**config.mk**
```make
export PLATFORM = sky130hd
export DESIGN_NAME = i2c_mctl_frontend
export DESIGN_NICKNAME = d
export VERILOG_FILES = /design/src/rtl/i2c_mctl_pkg.sv /design/src/rtl/i2c_mctl_fifo.sv /design/src/rtl/i2c_mctl_shutdown.sv /design/src/rtl/i2c_mctl_tar_gate.sv /design/src/rtl/i2c_mctl_frontend.sv
export SDC_FILE = /design/constraint.sdc
export NUM_CORES = 1
export LEC_CHECK = 0
export BUFFER_PORTS_ARGS = -buffer_cell sky130_fd_sc_hd__buf_2
export CAP_MARGIN = 5
export CORE_MARGIN = 2
export CORE_UTILIZATION = 39
export CTS_CLUSTER_DIAMETER = 200
export DETAILED_ROUTE_END_ITERATION = 7
export PLACE_DENSITY = 0.6
export SETUP_SLACK_MARGIN = 0.5
export SLEW_MARGIN = 30
export SYNTH_ARGS = -nofsm -noshare
export SYNTH_HDL_FRONTEND = slang
export SYNTH_SLANG_ARGS = --single-unit
export TNS_END_PERCENT = 5
```
**constraint.sdc**
```tcl
create_clock -name clk -period 3.82 [get_ports clk]
set_input_delay 0.764 -clock clk [delete_from_list [all_inputs] [get_ports clk]]
set_output_delay 0.764 -clock clk [all_outputs]
set_load 0.01 [all_outputs]
```
**src/rtl/i2c_mctl_pkg.sv**
```systemverilog
package i2c_mctl_pkg;

    typedef enum logic [1:0] {
        SEL_CTRL   = 2'd0,
        SEL_TARGET = 2'd1,
        SEL_DATA   = 2'd2,
        SEL_STATUS = 2'd3
    } reg_sel_e;

    localparam int CTRL_EN_POS  = 0;
    localparam int CTRL_MM_POS  = 1;
    localparam int TGT_TEN_POS  = 12;

    localparam int ST_ACTIVE_POS = 0;
    localparam int ST_BUSY_POS   = 1;
    localparam int ST_TXE_POS    = 2;
    localparam int ST_TXF_POS    = 3;
    localparam int ST_OVF_POS    = 4;
    localparam int ST_RXNE_POS   = 5;

endpackage

```
**src/rtl/i2c_mctl_fifo.sv**
```systemverilog
module i2c_mctl_fifo #(
    parameter int WIDTH = 9,
    parameter int DEPTH = 8
) (
    input  logic             clk,
    input  logic             rst_n,
    input  logic             flush,
    input  logic             push,
    input  logic [WIDTH-1:0] wdata,
    input  logic             pop,
    output logic [WIDTH-1:0] rdata,
    output logic             empty,
    output logic             full
);
    // DEPTH is expected to be a power of two: pointers wrap naturally.
    localparam int AW = (DEPTH > 1) ? $clog2(DEPTH) : 1;
    localparam int CW = AW + 1;

    typedef struct packed {
        logic [DEPTH-1:0][WIDTH-1:0] mem;
        logic [AW-1:0]               wp;
        logic [AW-1:0]               rp;
        logic [CW-1:0]               cnt;
    } fifo_st_t;

    fifo_st_t st_d, st_q;
    logic     do_push, do_pop;

    always_comb begin
        st_d    = st_q;
        do_push = push && (st_q.cnt != CW'(DEPTH));
        do_pop  = pop && (st_q.cnt != '0);
        if (flush) begin
            st_d.wp  = '0;
            st_d.rp  = '0;
            st_d.cnt = '0;
        end else begin
            if (do_push) begin
                st_d.mem[st_q.wp] = wdata;
                st_d.wp           = st_q.wp + AW'(1);
            end
            if (do_pop) begin
                st_d.rp = st_q.rp + AW'(1);
            end
            case ({do_push, do_pop})
                2'b10:   st_d.cnt = st_q.cnt + CW'(1);
                2'b01:   st_d.cnt = st_q.cnt - CW'(1);
                default: st_d.cnt = st_q.cnt;
            endcase
        end
    end

    always_ff @(posedge clk or negedge rst_n) begin
        if (!rst_n) begin
            st_q <= '0;
        end else begin
            st_q <= st_d;
        end
    end

    assign rdata = st_q.mem[st_q.rp];
    assign empty = (st_q.cnt == '0);
    assign full  = (st_q.cnt == CW'(DEPTH));

endmodule

```
**src/rtl/i2c_mctl_shutdown.sv**
```systemverilog
module i2c_mctl_shutdown (
    input  logic clk,
    input  logic rst_n,
    input  logic enable,
    input  logic eng_busy,
    output logic active,
    output logic flush
);
    logic active_d, active_q;

    always_comb begin
        if (enable) begin
            active_d = 1'b1;
        end else if (eng_busy) begin
            active_d = active_q;
        end else begin
            active_d = 1'b0;
        end
    end

    always_ff @(posedge clk or negedge rst_n) begin
        if (!rst_n) begin
            active_q <= 1'b0;
        end else begin
            active_q <= active_d;
        end
    end

    assign active = active_q;
    assign flush  = !enable && !eng_busy;

endmodule

```
**src/rtl/i2c_mctl_tar_gate.sv**
```systemverilog
module i2c_mctl_tar_gate (
    input  logic enable,
    input  logic eng_busy,
    input  logic master_mode,
    input  logic tx_empty,
    output logic accept
);
    logic quiet_master;

    always_comb begin
        quiet_master = !eng_busy && master_mode && tx_empty;
        accept       = !enable || quiet_master;
    end

endmodule

```
**src/rtl/i2c_mctl_frontend.sv**
```systemverilog
module i2c_mctl_frontend
    import i2c_mctl_pkg::*;
#(
    parameter int DATA_W   = 8,
    parameter int TAR_W    = 10,
    parameter int REG_W    = 16,
    parameter int TX_DEPTH = 8,
    parameter int RX_DEPTH = 8
) (
    input  logic              clk,
    input  logic              rst_n,
    input  logic              reg_wr,
    input  logic              reg_rd,
    input  logic [1:0]        reg_addr,
    input  logic [REG_W-1:0]  reg_wdata,
    output logic [REG_W-1:0]  reg_rdata,
    input  logic              eng_busy,
    output logic              cmd_valid,
    input  logic              cmd_ready,
    output logic [DATA_W-1:0] cmd_byte,
    output logic              cmd_read,
    input  logic              rx_valid,
    input  logic [DATA_W-1:0] rx_byte,
    output logic [TAR_W-1:0]  tgt_addr,
    output logic              tgt_ten_bit,
    output logic              master_mode,
    output logic              ctrl_active
);
    localparam int CMD_POS = DATA_W;
    localparam int CMD_W   = DATA_W + 1;

    typedef struct packed {
        logic             enable;
        logic             mmode;
        logic [TAR_W-1:0] tar;
        logic             ten;
        logic             ovf;
    } ctl_t;

    localparam ctl_t CTL_RESET = '{enable: 1'b0, mmode: 1'b1, tar: '0, ten: 1'b0, ovf: 1'b0};

    ctl_t ctl_d, ctl_q;

    reg_sel_e          sel;
    logic              wr_ctrl, wr_tgt, data_wr, rd_status, rx_pop;
    logic              tx_push, tx_pop, tx_empty, tx_full;
    logic [CMD_W-1:0]  tx_wdata, tx_rdata;
    logic              rx_push, rx_empty, rx_full;
    logic [DATA_W-1:0] rx_rdata;
    logic              tar_ok, flush, stat_bit;
    logic              en_bit, mm_bit, ovf_bit;
    logic [TAR_W:0]    tar_word;
    logic              unused_in;

    assign en_bit   = ctl_q.enable;
    assign mm_bit   = ctl_q.mmode;
    assign ovf_bit  = ctl_q.ovf;
    assign tar_word = {ctl_q.ten, ctl_q.tar};

    always_comb begin
        sel       = reg_sel_e'(reg_addr);
        wr_ctrl   = reg_wr && (sel == SEL_CTRL);
        wr_tgt    = reg_wr && (sel == SEL_TARGET);
        data_wr   = reg_wr && (sel == SEL_DATA);
        rd_status = reg_rd && (sel == SEL_STATUS);
        rx_pop    = reg_rd && (sel == SEL_DATA);
        tx_push   = data_wr && en_bit;
        tx_wdata  = {reg_wdata[CMD_POS], reg_wdata[DATA_W-1:0]};
        tx_pop    = cmd_valid && cmd_ready;
        rx_push   = rx_valid && stat_bit;

        ctl_d = ctl_q;
        if (wr_ctrl) begin
            ctl_d.enable = reg_wdata[CTRL_EN_POS];
            ctl_d.mmode  = reg_wdata[CTRL_MM_POS];
        end
        if (wr_tgt && tar_ok) begin
            ctl_d.tar = reg_wdata[TAR_W-1:0];
            ctl_d.ten = reg_wdata[TGT_TEN_POS];
        end
        if (rd_status) begin
            ctl_d.ovf = 1'b0;
        end
        if (tx_push && tx_full) begin
            ctl_d.ovf = 1'b1;
        end

        reg_rdata = '0;
        case (sel)
            SEL_CTRL: begin
                reg_rdata[CTRL_EN_POS] = en_bit;
                reg_rdata[CTRL_MM_POS] = mm_bit;
            end
            SEL_TARGET: begin
                reg_rdata[TAR_W-1:0]  = tar_word[TAR_W-1:0];
                reg_rdata[TGT_TEN_POS] = tar_word[TAR_W];
            end
            SEL_DATA: begin
                if (!rx_empty) begin
                    reg_rdata[DATA_W-1:0] = rx_rdata;
                    reg_rdata[CMD_POS]    = 1'b1;
                end
            end
            default: begin
                reg_rdata[ST_ACTIVE_POS] = stat_bit;
                reg_rdata[ST_BUSY_POS]   = eng_busy;
                reg_rdata[ST_TXE_POS]    = tx_empty;
                reg_rdata[ST_TXF_POS]    = tx_full;
                reg_rdata[ST_OVF_POS]    = ovf_bit;
                reg_rdata[ST_RXNE_POS]   = !rx_empty;
            end
        endcase
    end

    always_ff @(posedge clk or negedge rst_n) begin
        if (!rst_n) begin
            ctl_q <= CTL_RESET;
        end else begin
            ctl_q <= ctl_d;
        end
    end

    i2c_mctl_shutdown u_shut (
        .clk      (clk),
        .rst_n    (rst_n),
        .enable   (en_bit),
        .eng_busy (eng_busy),
        .active   (stat_bit),
        .flush    (flush)
    );

    i2c_mctl_tar_gate u_gate (
        .enable      (en_bit),
        .eng_busy    (eng_busy),
        .master_mode (mm_bit),
        .tx_empty    (tx_empty),
        .accept      (tar_ok)
    );

    i2c_mctl_fifo #(.WIDTH(CMD_W), .DEPTH(TX_DEPTH)) u_txq (
        .clk   (clk),
        .rst_n (rst_n),
        .flush (flush),
        .push  (tx_push),
        .wdata (tx_wdata),
        .pop   (tx_pop),
        .rdata (tx_rdata),
        .empty (tx_empty),
        .full  (tx_full)
    );

    i2c_mctl_fifo #(.WIDTH(DATA_W), .DEPTH(RX_DEPTH)) u_rxq (
        .clk   (clk),
        .rst_n (rst_n),
        .flush (flush),
        .push  (rx_push),
        .wdata (rx_byte),
        .pop   (rx_pop),
        .rdata (rx_rdata),
        .empty (rx_empty),
        .full  (rx_full)
    );

    assign cmd_valid   = stat_bit && !tx_empty;
    assign cmd_byte    = tx_rdata[DATA_W-1:0];
    assign cmd_read    = tx_rdata[CMD_POS];
    assign tgt_addr    = tar_word[TAR_W-1:0];
    assign tgt_ten_bit = tar_word[TAR_W];
    assign master_mode = mm_bit;
    assign ctrl_active = stat_bit;
    assign unused_in   = ^{reg_wdata, rx_full};

endmodule

```
Word level (Yosys, flattened, before mapping). Cells that the tools add are included.

Reductions and logical operators: 39. Multiplexer cells: 28. Magnitude comparators: 6. Bitwise logic cells: 1. Add/sub/neg operators: 8. Eq/ne operators: 11.

Operators by type and width (count): $bwmux 72 (1); $bwmux 64 (1); $bmux 9 s3 (1); $demux 9 s3 (1); $mux 9 (3); $bmux 8 s3 (1); $demux 8 s3 (1); $logic_and 1x1->1 (20); $mux 10 (2); $lt 3x4->1 const B (4); $mux 8 (2); $pmux 4 s2 (2); $add 3x1->3 const B (4); $mux 3 (4); $pmux 4 s3 (1); $reduce_bool 2->1 (5); $add 4x1->4 const B (2); $eq 2x2->1 const B (4); $logic_not 4->1 (2); $ne 4x4->1 const B (2); $reduce_bool 4->1 (2); $sub 4x1->4 const B (2); $eq 2x1->1 const B (3); $ge 3x1->1 const B (2); other kinds (11) (21).

Bits in registers: 171. Input bits: 33.

Logic depth before layout (Yosys ltp). Gate-level depths: netlist of run 1.

Depth after elaboration: 8. Gate-level depth with buffers: 11. Mapped depth without buffers: 11.

By module. From an unflattened synthesis of run 1, not the netlist that was laid out.

Cell total of the unflattened synthesis: 595. Area, all modules: 8573.2 um2.

By module, submodules not included: i2c_mctl_fifo (u_txq) (times used 1, cells an instance 262, area an instance 3970.1 um2, sequential area each 2052.0 um2); i2c_mctl_fifo (u_rxq) (times used 1, cells an instance 243, area an instance 3613.5 um2, sequential area each 1851.8 um2); i2c_mctl_frontend (times used 1, cells an instance 85, area an instance 940.9 um2, sequential area each 351.6 um2); i2c_mctl_shutdown (times used 1, cells an instance 3, area an instance 36.3 um2, sequential area each 25.0 um2); i2c_mctl_tar_gate (times used 1, cells an instance 2, area an instance 12.5 um2, sequential area each 0.0 um2).

Least setup slack after synthesis of run 1. Ideal clock, no wire load.

Path kind: input -> output. Start: input reg_addr[0]. End: output reg_rdata[7]. Path slack: 1.253 ns. Stages: 6. Data required time: 3.056 ns. Buffers on the path: 1. Data arrival time: 1.803 ns. Path through: inv_1 -> ha_1 -> o41a_1 -> clkbuf_1 -> nand2_1 -> o21ai_0.

Cells in the longest elaborated chain, start to end: 2. Elaborated cells between the ends (all ways): 3. Those cells by class: eq/ne (2); mux (1).

Ends and longest elaborated chain: start: declaration (RTL line i2c_mctl_frontend.sv:14) `input logic [1:0] reg_addr,`; $eq 2x2->1 or $eq 2x1->1 (tied branches) (RTL line i2c_mctl_frontend.sv:89) `case (sel)`; $pmux 3 s2 * (RTL line i2c_mctl_frontend.sv:89); end: declaration (RTL line i2c_mctl_frontend.sv:16) `output logic [REG_W-1:0] reg_rdata,`.

Every way passes the cells marked *; elsewhere a longest branch is shown, timed or not.

Final worst setup path of run 1.
Start: register u_rxq.st_q[4] (netlist bit). End: output reg_rdata[2].

Cells in the longest elaborated chain, start to end: 4.

Ends and longest elaborated chain: start: declaration (RTL line i2c_mctl_fifo.sv:26) `fifo_st_t st_d, st_q;`; start signal: assignment (RTL line i2c_mctl_fifo.sv:57) `st_q <= st_d;`; $bmux 8 s3 (RTL line i2c_mctl_fifo.sv:61) `assign rdata = st_q.mem[st_q.rp];`; $mux 8 (implied by the code) (RTL line i2c_mctl_fifo.sv:61); $mux 9 (RTL line i2c_mctl_frontend.sv:99) `if (!rx_empty) begin`; $pmux 4 s3 (RTL line i2c_mctl_frontend.sv:89).

Every way passes these cells. The select of a mux whose other input is x is not followed.

==> results of run 1 <==
[what timing repair did]
action | in CTS | in global routing
setup endpoints to repair | 0 | 2
hold buffers | 0 | 0
gates resized for setup | 0 | 1
[power by group through the flow]
| stage | Combinational (uW) | Clock [uW] | Sequential, uW |
|---|---|---|---|
| after floorplan | 1350 | 0 | 2510 |
| after global placement | 1770 | 0 | 2570 |
| after detailed placement | 1830 | 0 | 2620 |
| after CTS | 1840 | 1620 | 2590 |
| after global routing | 1980 | 1700 | 2650 |
| final | 1810 | 1580 | 2590 |
[state kept, by name (all words and copies together), names as in the netlist]
register / cells
u_txq.st_q: 82
master_mode: 1
tgt_addr: 10
tgt_ten_bit: 1
en_bit: 1
u_rxq.st_q: 74
ovf_bit: 1
u_shut.active: 1
[cells by family (layout without fill, tap and decap cells)]
| logic type | after synthesis | in the layout | synth area share (%) |
|---|---|---|---|
| other | 1 | 7 | 0.0452 |
| AND/OR/NAND/NOR | 86 | 86 | 7.17 |
| adder cells (fa/ha/maj) | 17 | 17 | 2.75 |
| XOR/XNOR | 12 | 12 | 1.27 |
| multiplexers | 203 | 203 | 32.4 |
| AO/OA/AOI/OAI | 35 | 35 | 2.65 |
| flip-flops | 171 | 171 | 51.6 |
| buffers and inverters | 33 | 110 | 2.07 |
[per-layer routing]
metal	up-vias	GRT usage [%]	part of all wire, %
li1	2193	-	-
met5	-	0	0
met2	87	30.3	52
met4	0	4.43	1.2
met1	2511	22.7	43
met3	14	3.90	4.2
[worst max-delay path, cell delays in order (launching register included)]
cell,delay [ns]
dfrtp_1,0.35
buf_4,0.27
mux4_2,0.54
mux2_2,0.27
a221oi_1,0.27
a21oi_1,0.11
buf_2,0.19
[final cells by class]
| cell class | instances | area (um^2) | share of cell area (%) |
|---|---|---|---|
| Timing Repair Buffer | 71 | 387 | 4.10 |
| Multi-Input combinational cell | 358 | 3860 | 40.9 |
| Clock buffer | 21 | 450 | 4.77 |
| Sequential cell | 171 | 4280 | 45.4 |
| Tap cell | 275 | 344 | 3.65 |
| Antenna cell | 2 | 5.00 | 0.0530 |
| Inverter | 7 | 26.3 | 0.278 |
| Clock inverter | 11 | 86.3 | 0.915 |
[cells in the mapped netlist (all sizes together)]
master  count  area (um^2)
o41a        1         11.3
nand4       1         6.26
mux2i       6         60.1
and2        4         25.0
clkbuf      9         33.8
xor2        7         61.3
a21o        2         15.0
nor3b       1         7.51
nor2b       5         31.3
a221oi      4         35.0
or2         1         6.26
dfrtp     170         4250
or4         1         11.3
conb        1         3.75
nand2b      2         12.5
nand3b      1         20.0
and4b       2         20.0
and3        3         23.8
dfstp       1         26.3
mux2      163         1870
xnor2       5         43.8
fa          2         40.0
and4        1         8.76
a221o       1         10.0
ha         15          188
mux4       34          766
nand2      16         76.3
nor4        3         40.0
o21ai       7         35.0
nor4b       1         23.8
inv         7         26.3
o31ai       2         15.0
or4b        1         13.8
a211oi      2         15.0
nor2       26          105
nand3      12         87.6
a21oi      16         83.8
nor3        5         75.1
buf        17          111
[stage by stage]
stage	utilization [%]	setup WS [ns]
2_1_floorplan	-	1.25
3_3_place_gp	42.4	0.691
3_5_place_dp	42.4	0.619
4_1_cts	45.0	0.537
5_1_grt	45.0	0.500
6_report	45.0	0.640
[worst max-delay path by stage]
stage          slack, ns                         to  depth (start not counted)                      start
4_1_cts             0.54               reg_rdata[3]                          5  u_rxq.st_q[5]$_DFFE_PN0P_
5_1_grt             0.50               reg_rdata[2]                          6  u_rxq.st_q[4]$_DFFE_PN0P_
3_3_place_gp        0.69  u_rxq.st_q[3]$_DFFE_PN0P_                         12                reg_addr[0]
6_report            0.64               reg_rdata[2]                          6  u_rxq.st_q[4]$_DFFE_PN0P_
3_5_place_dp        0.62  u_rxq.st_q[3]$_DFFE_PN0P_                         12                reg_addr[0]
2_1_floorplan       1.25               reg_rdata[7]                          6                reg_addr[0]
==> qor.csv, run 1 <==
stage,metric,value,unit
critical_path,reg2reg setup slack,1.12,ns
route,drt first pass iters,4,
critical_path,Arrival @ worst endpoint,2.42,ns
placed_design,post-placement cell area,8890,um^2
timing,setup tns final,0,ns
timing,final worst-path cycle share,83.3,%
cells_and_area,layout cells sized above 1,49.1,%
power,P_int,4110,uW
synthesis,post-synthesis sequential area ratio,51.6,%
timing,Clock Skews,0.00943,ns
critical_path,cell count of the worst reg-to-reg path,9,
run,# Max-Cap Violations,0,
cts,CTS tree,built,
cts,setup bufs post-CTS,0,
timing,RSZ-0062 raised after global routing,no,
route,total wire length,18500,um
critical_path,RR Endpoint,u_rxq.st_q[3]$_DFFE_PN0P_,
global_routing,vias in the first global route,5168,
timing,crit path time final,3.18,ns
route,Residual DRC,0,
global_routing,initial antenna violation count,3,
timing,Peak Freq,314,MHz
timing,hold_ws,0.361,ns
power,power per cell area,633,nW/um^2
floorplan,Die X-Extent,150,um
power,Max rail drop VDD,0.000425,V
outcome,status,completed,
synthesis,Mapped Avg Cell Area,14.9,um^2
cts,clk root buf,clkbuf_16,
floorplan,die extent in y,150,um
cells_and_area,final std cells w/o fill,916,
power,Clk pwr share,26.4,%
timing,Slew headroom,48.0,%
floorplan,initial core utilization,39.6,%
power,P_sw,1860,uW
cts,H-tree Lvls,4,
power,combinational share of power,30.3,%
power,Tot Pwr,5970,uW
route,DR vias/cell,5.25,
cells_and_area,most frequent cells in the layout,"dfrtp_1, mux2_2, buf_2, mux4_2, nor2_1",
power,Flop pwr share,43.3,%
placed_design,placed insts,882,
cts,CTS Buf Count,17,
global_routing,GRT Overall Usage,17.7,%
critical_path,CP Launch Type,flip-flop,
cts,Clock Path Buffers,2,
synthesis,Syn. warnings,0,
route,vias,4805,
synthesis,Synth Cell Area,8290,um^2
route,Avg WL per Cell,20.2,um
cts,"Clk pin slew, worst setup/hold paths",0.07,ns
cells_and_area,Final Cell Area,9440,um^2
global_routing,Overflow after GRT,0,
route,DR iter-0 viols,203,
global_routing,first-pass GRT wire length,29600,um
critical_path,critical path peak fanout,11,
cells_and_area,nets@finish,676,
synthesis,Seq cells post-synth,171,
synthesis,Gate Count Post-Synth,558,
critical_path,RR Startpoint,u_rxq.st_q[1]$_DFFE_PN0P_,
timing,Final Slew Violations,0,
cells_and_area,area grow syn2layout,13.8,%
power,leak pwr,0.00436,uW
critical_path,CP endpoint kind,primary output,
power,switch share,31.2,%
placed_design,Final HPWL DP,12800,um
cells_and_area,# fillers,1902,
timing,Least-Margin Pin Slew,0.774,ns
hold_path,hold crit path type,in -> async,
floorplan,I/O pin count,72,
timing,Final Hold Fails,0,
cells_and_area,"most common cell after layout, fill and taps aside",dfrtp_1,
floorplan,standard-cell rows,53,
floorplan,DIE AREA,22400,um^2
floorplan,core area,21000,um^2
critical_path,WS Path Type,reg -> out,
placed_design,Buffers on Ports,61,
global_routing,pin count of the biggest net entering global routing,84,
critical_path,WP data required,3.06,ns
placed_design,gpl congestion,0.736,
timing,Final setup viols,0,
cts,clock latency on the worst-skew pair,0.42,ns
route,Post-DRT Antenna Nets,0,
cts,Clock Sinks,171,
synthesis,"Distinct cells, synth",53,
No activity file was read; power rests on OpenSTA's default activity.
==> inputs of run 2 (changes only) <==
==> constraint.sdc (replaced) <==
create_clock -name clk -period 3.3 [get_ports clk]
set_input_delay 0.66 -clock clk [delete_from_list [all_inputs] [get_ports clk]]
set_output_delay 0.66 -clock clk [all_outputs]
set_load 0.01 [all_outputs]
==> qor.csv, run 2 (synthesis gave the netlist of run 1 again) <==
stage,metric,value,unit
outcome,status,completed,
placed_design,Buffers on Ports,61,
timing,hold_ws,0.216,ns
cts,clk root buf,clkbuf_16,
critical_path,reg2reg setup slack,0.57,ns
power,switch share,30.6,%
cells_and_area,max reg flops,82,
critical_path,RR Startpoint,u_txq.st_q[2]$_DFFE_PN0P_,
timing,Clock Skews,0.00781,ns
cells_and_area,most frequent cells in the layout,"dfrtp_1, mux2_2, buf_2, mux4_2, nor2_1",
timing,Final Slew Violations,0,
power,combinational share of power,31.4,%
global_routing,initial antenna violation count,2,
timing,Slew headroom,41.3,%
power,P_sw,2230,uW
route,total wire length,19100,um
cts,CTS Buf Count,17,
power,Max rail drop VDD,0.000491,V
timing,Peak Freq,332,MHz
cells_and_area,area grow syn2layout,16.7,%
power,Tot Pwr,7300,uW
critical_path,RR Endpoint,u_txq.st_q[3]$_DFFE_PN0P_,
timing,Least-Margin Pin Slew,0.880,ns
run,# Max-Cap Violations,0,
power,power per cell area,754,nW/um^2
power,leak pwr,0.00448,uW
placed_design,gpl congestion,0.776,
floorplan,die extent in y,150,um
cells_and_area,nets@finish,685,
critical_path,WS Path Type,reg -> out,
floorplan,DIE AREA,22400,um^2
timing,final worst-path cycle share,91.3,%
cts,Clock Sinks,171,
cts,Post-CTS Hold Buffers,0,
route,Residual DRC,0,
cts,Clock Path Buffers,2,
critical_path,worst setup path start,u_rxq.st_q[4]$_DFFE_PN0P_,
power,P_int,5070,uW
power,Flop pwr share,41.0,%
hold_path,hold crit path type,in -> async,
global_routing,Overflow after GRT,0,
floorplan,Die X-Extent,150,um
floorplan,initial core utilization,39.6,%
global_routing,vias in the first global route,5376,
timing,RSZ-0062 raised after global routing,yes,
placed_design,Final HPWL DP,12900,um
critical_path,cell count of the worst reg-to-reg path,9,
critical_path,critical path peak fanout,6,
floorplan,core area,21000,um^2
cts,H-tree Lvls,4,
timing,Final setup viols,0,
timing,Final Hold Fails,0,
global_routing,first-pass GRT wire length,30500,um
cells_and_area,Largest Register,u_txq.st_q,
route,vias,4894,
timing,setup tns final,0,ns
critical_path,Arrival @ worst endpoint,2.35,ns
route,DR iter-0 viols,197,
floorplan,standard-cell rows,53,
cells_and_area,"most common cell after layout, fill and taps aside",dfrtp_1,
cells_and_area,layout cells sized above 1,51.4,%
route,drt first pass iters,4,
cts,"Clk pin slew, worst setup/hold paths",0.07,ns
floorplan,I/O pin count,72,
cts,clock latency on the worst-skew pair,0.43,ns
route,Post-DRT Antenna Nets,0,
cts,CTS tree,built,
power,Clk pwr share,27.5,%
global_routing,pin count of the biggest net entering global routing,64,
critical_path,CP endpoint kind,primary output,
timing,crit path time final,3.01,ns
route,DR vias/cell,5.29,
route,Avg WL per Cell,20.6,um
global_routing,GRT Overall Usage,18.1,%
critical_path,WP data required,2.64,ns
critical_path,CP Launch Type,flip-flop,
==> run 2: layout make-up <==
cell class	count	area, um^2
well taps	275	344
inverters	7	26.3
fillers	1887	11300
clock inverters	11	119
flip-flops and latches	171	4280
multi-input cells	358	3910
diodes	2	5.00
repair buffers	80	518
clock buffers	21	470
==> run 2: critical path, stage by stage (launching register included) <==
cell	delay (ns)
dfrtp_2	0.38
buf_6	0.10
buf_12	0.12
mux4_2	0.49
mux2_2	0.30
a221oi_4	0.25
a21oi_2	0.09
buf_2	0.19
==> run 2: power groups by stage <==
stage	registers [uW]	clock network, uW	logic, uW
6_report	2990	2010	2290
5_1_grt	3060	2140	2490
4_1_cts	2990	2050	2320
3_5_place_dp	3010	0	2150
3_3_place_gp	2960	0	2080
2_1_floorplan	2900	0	1560
==> run 2: worst max-delay path by stage <==
| stage | cells after the start | endpoint | slack, ns |
|---|---|---|---|
| 5_1_grt | 7 | reg_rdata[2] | 0.19 |
| 2_1_floorplan | 10 | u_txq.st_q[3]$_DFFE_PN0P_ | 0.86 |
| 4_1_cts | 7 | reg_rdata[2] | 0.31 |
| 3_3_place_gp | 11 | u_txq.st_q[3]$_DFFE_PN0P_ | 0.56 |
| 6_report | 7 | reg_rdata[2] | 0.29 |
| 3_5_place_dp | 11 | u_txq.st_q[3]$_DFFE_PN0P_ | 0.41 |
==> run 2: routing by layer <==
metal	global-route usage, %	up-vias	routed length [um]
met4	5.99	2	318
met3	3.60	28	526
li1	-	2210	-
met1	22.6	2583	8190
met5	0	-	11
met2	31.5	71	10000
==> run 2: timing repair <==
item	4_1_cts	5_1_grt
buffers inserted	5	0
pin swaps	3	0
endpoints found under the setup margin	17	18
gates cloned	1	0
resized for setup	22	1
==> run 2: per-stage QoR <==
step                      cells  setup WS, ns  instance area [um^2]  util (%)
after detailed placement    885         0.405                  8930      42.6
final                       925         0.289                  9680      46.2
after global placement      885         0.562                  8930      42.6
after global routing        923         0.188                  9670      46.2
after CTS                   923         0.312                  9660      46.1
after floorplan             562         0.864                  8310         -
==> inputs of run 3 (changes only) <==
--- a/config.mk
+++ b/config.mk
@@ -12,6 +12,7 @@
 export CTS_CLUSTER_DIAMETER = 200
 export DETAILED_ROUTE_END_ITERATION = 7
 export PLACE_DENSITY = 0.6
+export REMOVE_ABC_BUFFERS = 1
 export SETUP_SLACK_MARGIN = 0.5
 export SLEW_MARGIN = 30
 export SYNTH_ARGS = -nofsm -noshare
==> constraint.sdc (replaced) <==
create_clock -name clk -period 3.4 [get_ports clk]
set_input_delay 0.68 -clock clk [delete_from_list [all_inputs] [get_ports clk]]
set_output_delay 0.68 -clock clk [all_outputs]
set_load 0.01 [all_outputs]
==> qor.csv, run 3 (synthesis gave the netlist of run 1 again) <==
stage,metric,value,unit
critical_path,WS Path Type,reg -> out,
timing,setup ws final,0.463,ns
critical_path,Arrival @ worst endpoint,2.26,ns
timing,Slew headroom,54.4,%
placed_design,placed insts,883,
route,vias,4892,
route,Avg WL per Cell,20.2,um
floorplan,die extent in y,150,um
global_routing,pin count of the biggest net entering global routing,99,
power,combinational share of power,30.5,%
power,switch share,30.2,%
global_routing,initial antenna violation count,2,
placed_design,Final HPWL DP,12500,um
timing,Final setup viols,0,
power,Clk pwr share,28.3,%
global_routing,Overflow after GRT,0,
cells_and_area,max reg flops,82,
cts,"Clk pin slew, worst setup/hold paths",0.06,ns
cells_and_area,Final Cell Area,9660,um^2
route,DR iter-0 viols,169,
critical_path,CP Launch Type,flip-flop,
floorplan,initial core utilization,39.6,%
cells_and_area,layout cells sized above 1,51.2,%
timing,Final Hold Fails,0,
cts,CTS Buf Count,17,
global_routing,GRT Overall Usage,17.4,%
cells_and_area,final std cells w/o fill,921,
power,power per cell area,737,nW/um^2
placed_design,post-placement cell area,8930,um^2
timing,Final Slew Violations,0,
cts,CTS tree,built,
power,Max rail drop VDD,0.000435,V
floorplan,standard-cell rows,53,
floorplan,Die X-Extent,150,um
floorplan,I/O pin count,72,
cells_and_area,nets@finish,682,
outcome,status,completed,
timing,Peak Freq,340,MHz
placed_design,gpl congestion,0.787,
route,Residual DRC,0,
cells_and_area,most frequent cells in the layout,"dfrtp_1, mux2_2, buf_2, mux4_2, nor2_1",
route,drt first pass iters,4,
timing,crit path time final,2.94,ns
cts,clk root buf,clkbuf_16,
power,P_sw,2150,uW
placed_design,Buffers on Ports,61,
power,P_int,4970,uW
cells_and_area,Largest Register,u_txq.st_q,
floorplan,core area,21000,um^2
route,Post-DRT Antenna Nets,0,
cts,Post-CTS Hold Buffers,0,
power,leak pwr,0.00448,uW
critical_path,critical path peak fanout,8,
run,# Max-Cap Violations,0,
timing,Clock Skews,0.00879,ns
route,DR vias/cell,5.31,
cts,H-tree Lvls,4,
cells_and_area,area grow syn2layout,16.4,%
cts,clock latency on the worst-skew pair,0.43,ns
critical_path,CP endpoint kind,primary output,
cts,Clock Path Buffers,2,
route,total wire length,18600,um
cells_and_area,# fillers,1920,
cts,Clock Sinks,171,
placed_design,dpl ws,0.560,ns
critical_path,WP data required,2.72,ns
cells_and_area,"most common cell after layout, fill and taps aside",dfrtp_1,
timing,setup tns final,0,ns
power,Flop pwr share,41.2,%
timing,final worst-path cycle share,86.4,%
hold_path,hold crit path type,in -> async,
timing,Least-Margin Pin Slew,0.684,ns
timing,RSZ-0062 raised after global routing,yes,
floorplan,DIE AREA,22400,um^2
global_routing,vias in the first global route,5447,
global_routing,first-pass GRT wire length,29200,um
-- run 3: through the flow --
step / utilization, % / total power (uW) / hold WS (ns)
finish: 46.1 / 7120 / 0.119
detailed placement: 42.6 / 5030 / 0.472
floorplan: - / 4280 / 0.384
CTS: 46.0 / 7170 / 0.114
global route: 46.1 / 7500 / 0.121
global placement: 42.6 / 4900 / 0.463
-- run 3: timing repair --
action	CTS	global route
pin swaps	1	2
cloned	1	0
setup endpoints to repair	15	17
setup buffers	3	1
resized for setup	13	2
-- run 3: layout make-up --
cell class	count	area, um^2	share of cell area (%)
multi-input combinational	358	3910	40.5
tap	275	344	3.56
clock inverter	11	143	1.48
antenna	1	2.50	0.0259
clock buffer	21	470	4.87
timing repair buffer	77	477	4.94
inverter	7	26.3	0.272
sequential	171	4280	44.4
-- run 3: worst paths after layout --
check	slack, ns	cells past startpoint	from	to
worst max-delay path	0.46	6	u_rxq.st_q[4]$_DFFE_PN0P_	reg_rdata[3]
worst max register to register	0.79	9	u_rxq.st_q[0]$_DFFE_PN0P_	u_rxq.st_q[3]$_DFFE_PN0P_
worst min register to register	0.49	1	u_txq.st_q[29]$_DFFE_PN0P_	u_txq.st_q[29]$_DFFE_PN0P_
max in group asynchronous	2.41	2	rst_n	u_txq.st_q[75]$_DFFE_PN0P_
worst min-delay path	0.12	1	rst_n	u_txq.st_q[46]$_DFFE_PN0P_
min in group clk	0.48	2	reg_wdata[9]	tgt_addr[9]$_DFFE_PN0P_
-- run 3: per-layer routing --
metal	GRT usage, %	vias up	wire, um
li1	-	2209	-
met1	20.7	2561	7940
met2	30.3	85	9600
met3	4.51	35	670
met4	6.46	2	406
met5	0	-	14
-- run 3: power by group through the flow --
| stage | Clock [uW] | Combinational, uW | Sequential [uW] |
|---|---|---|---|
| after CTS | 2050 | 2190 | 2920 |
| after global routing | 2150 | 2360 | 2990 |
| after detailed placement | 0 | 2070 | 2950 |
| final | 2010 | 2170 | 2930 |
| after global placement | 0 | 2000 | 2900 |
| after floorplan | 0 | 1350 | 2930 |
-- run 3: worst max-delay path, cell delays in order (launching register included) --
cell and delay, ns:
dfrtp_2 0.38, buf_12 0.15, mux4_2 0.51, mux2_4 0.30
a221oi_4 0.24, a21oi_2 0.07, buf_2 0.18
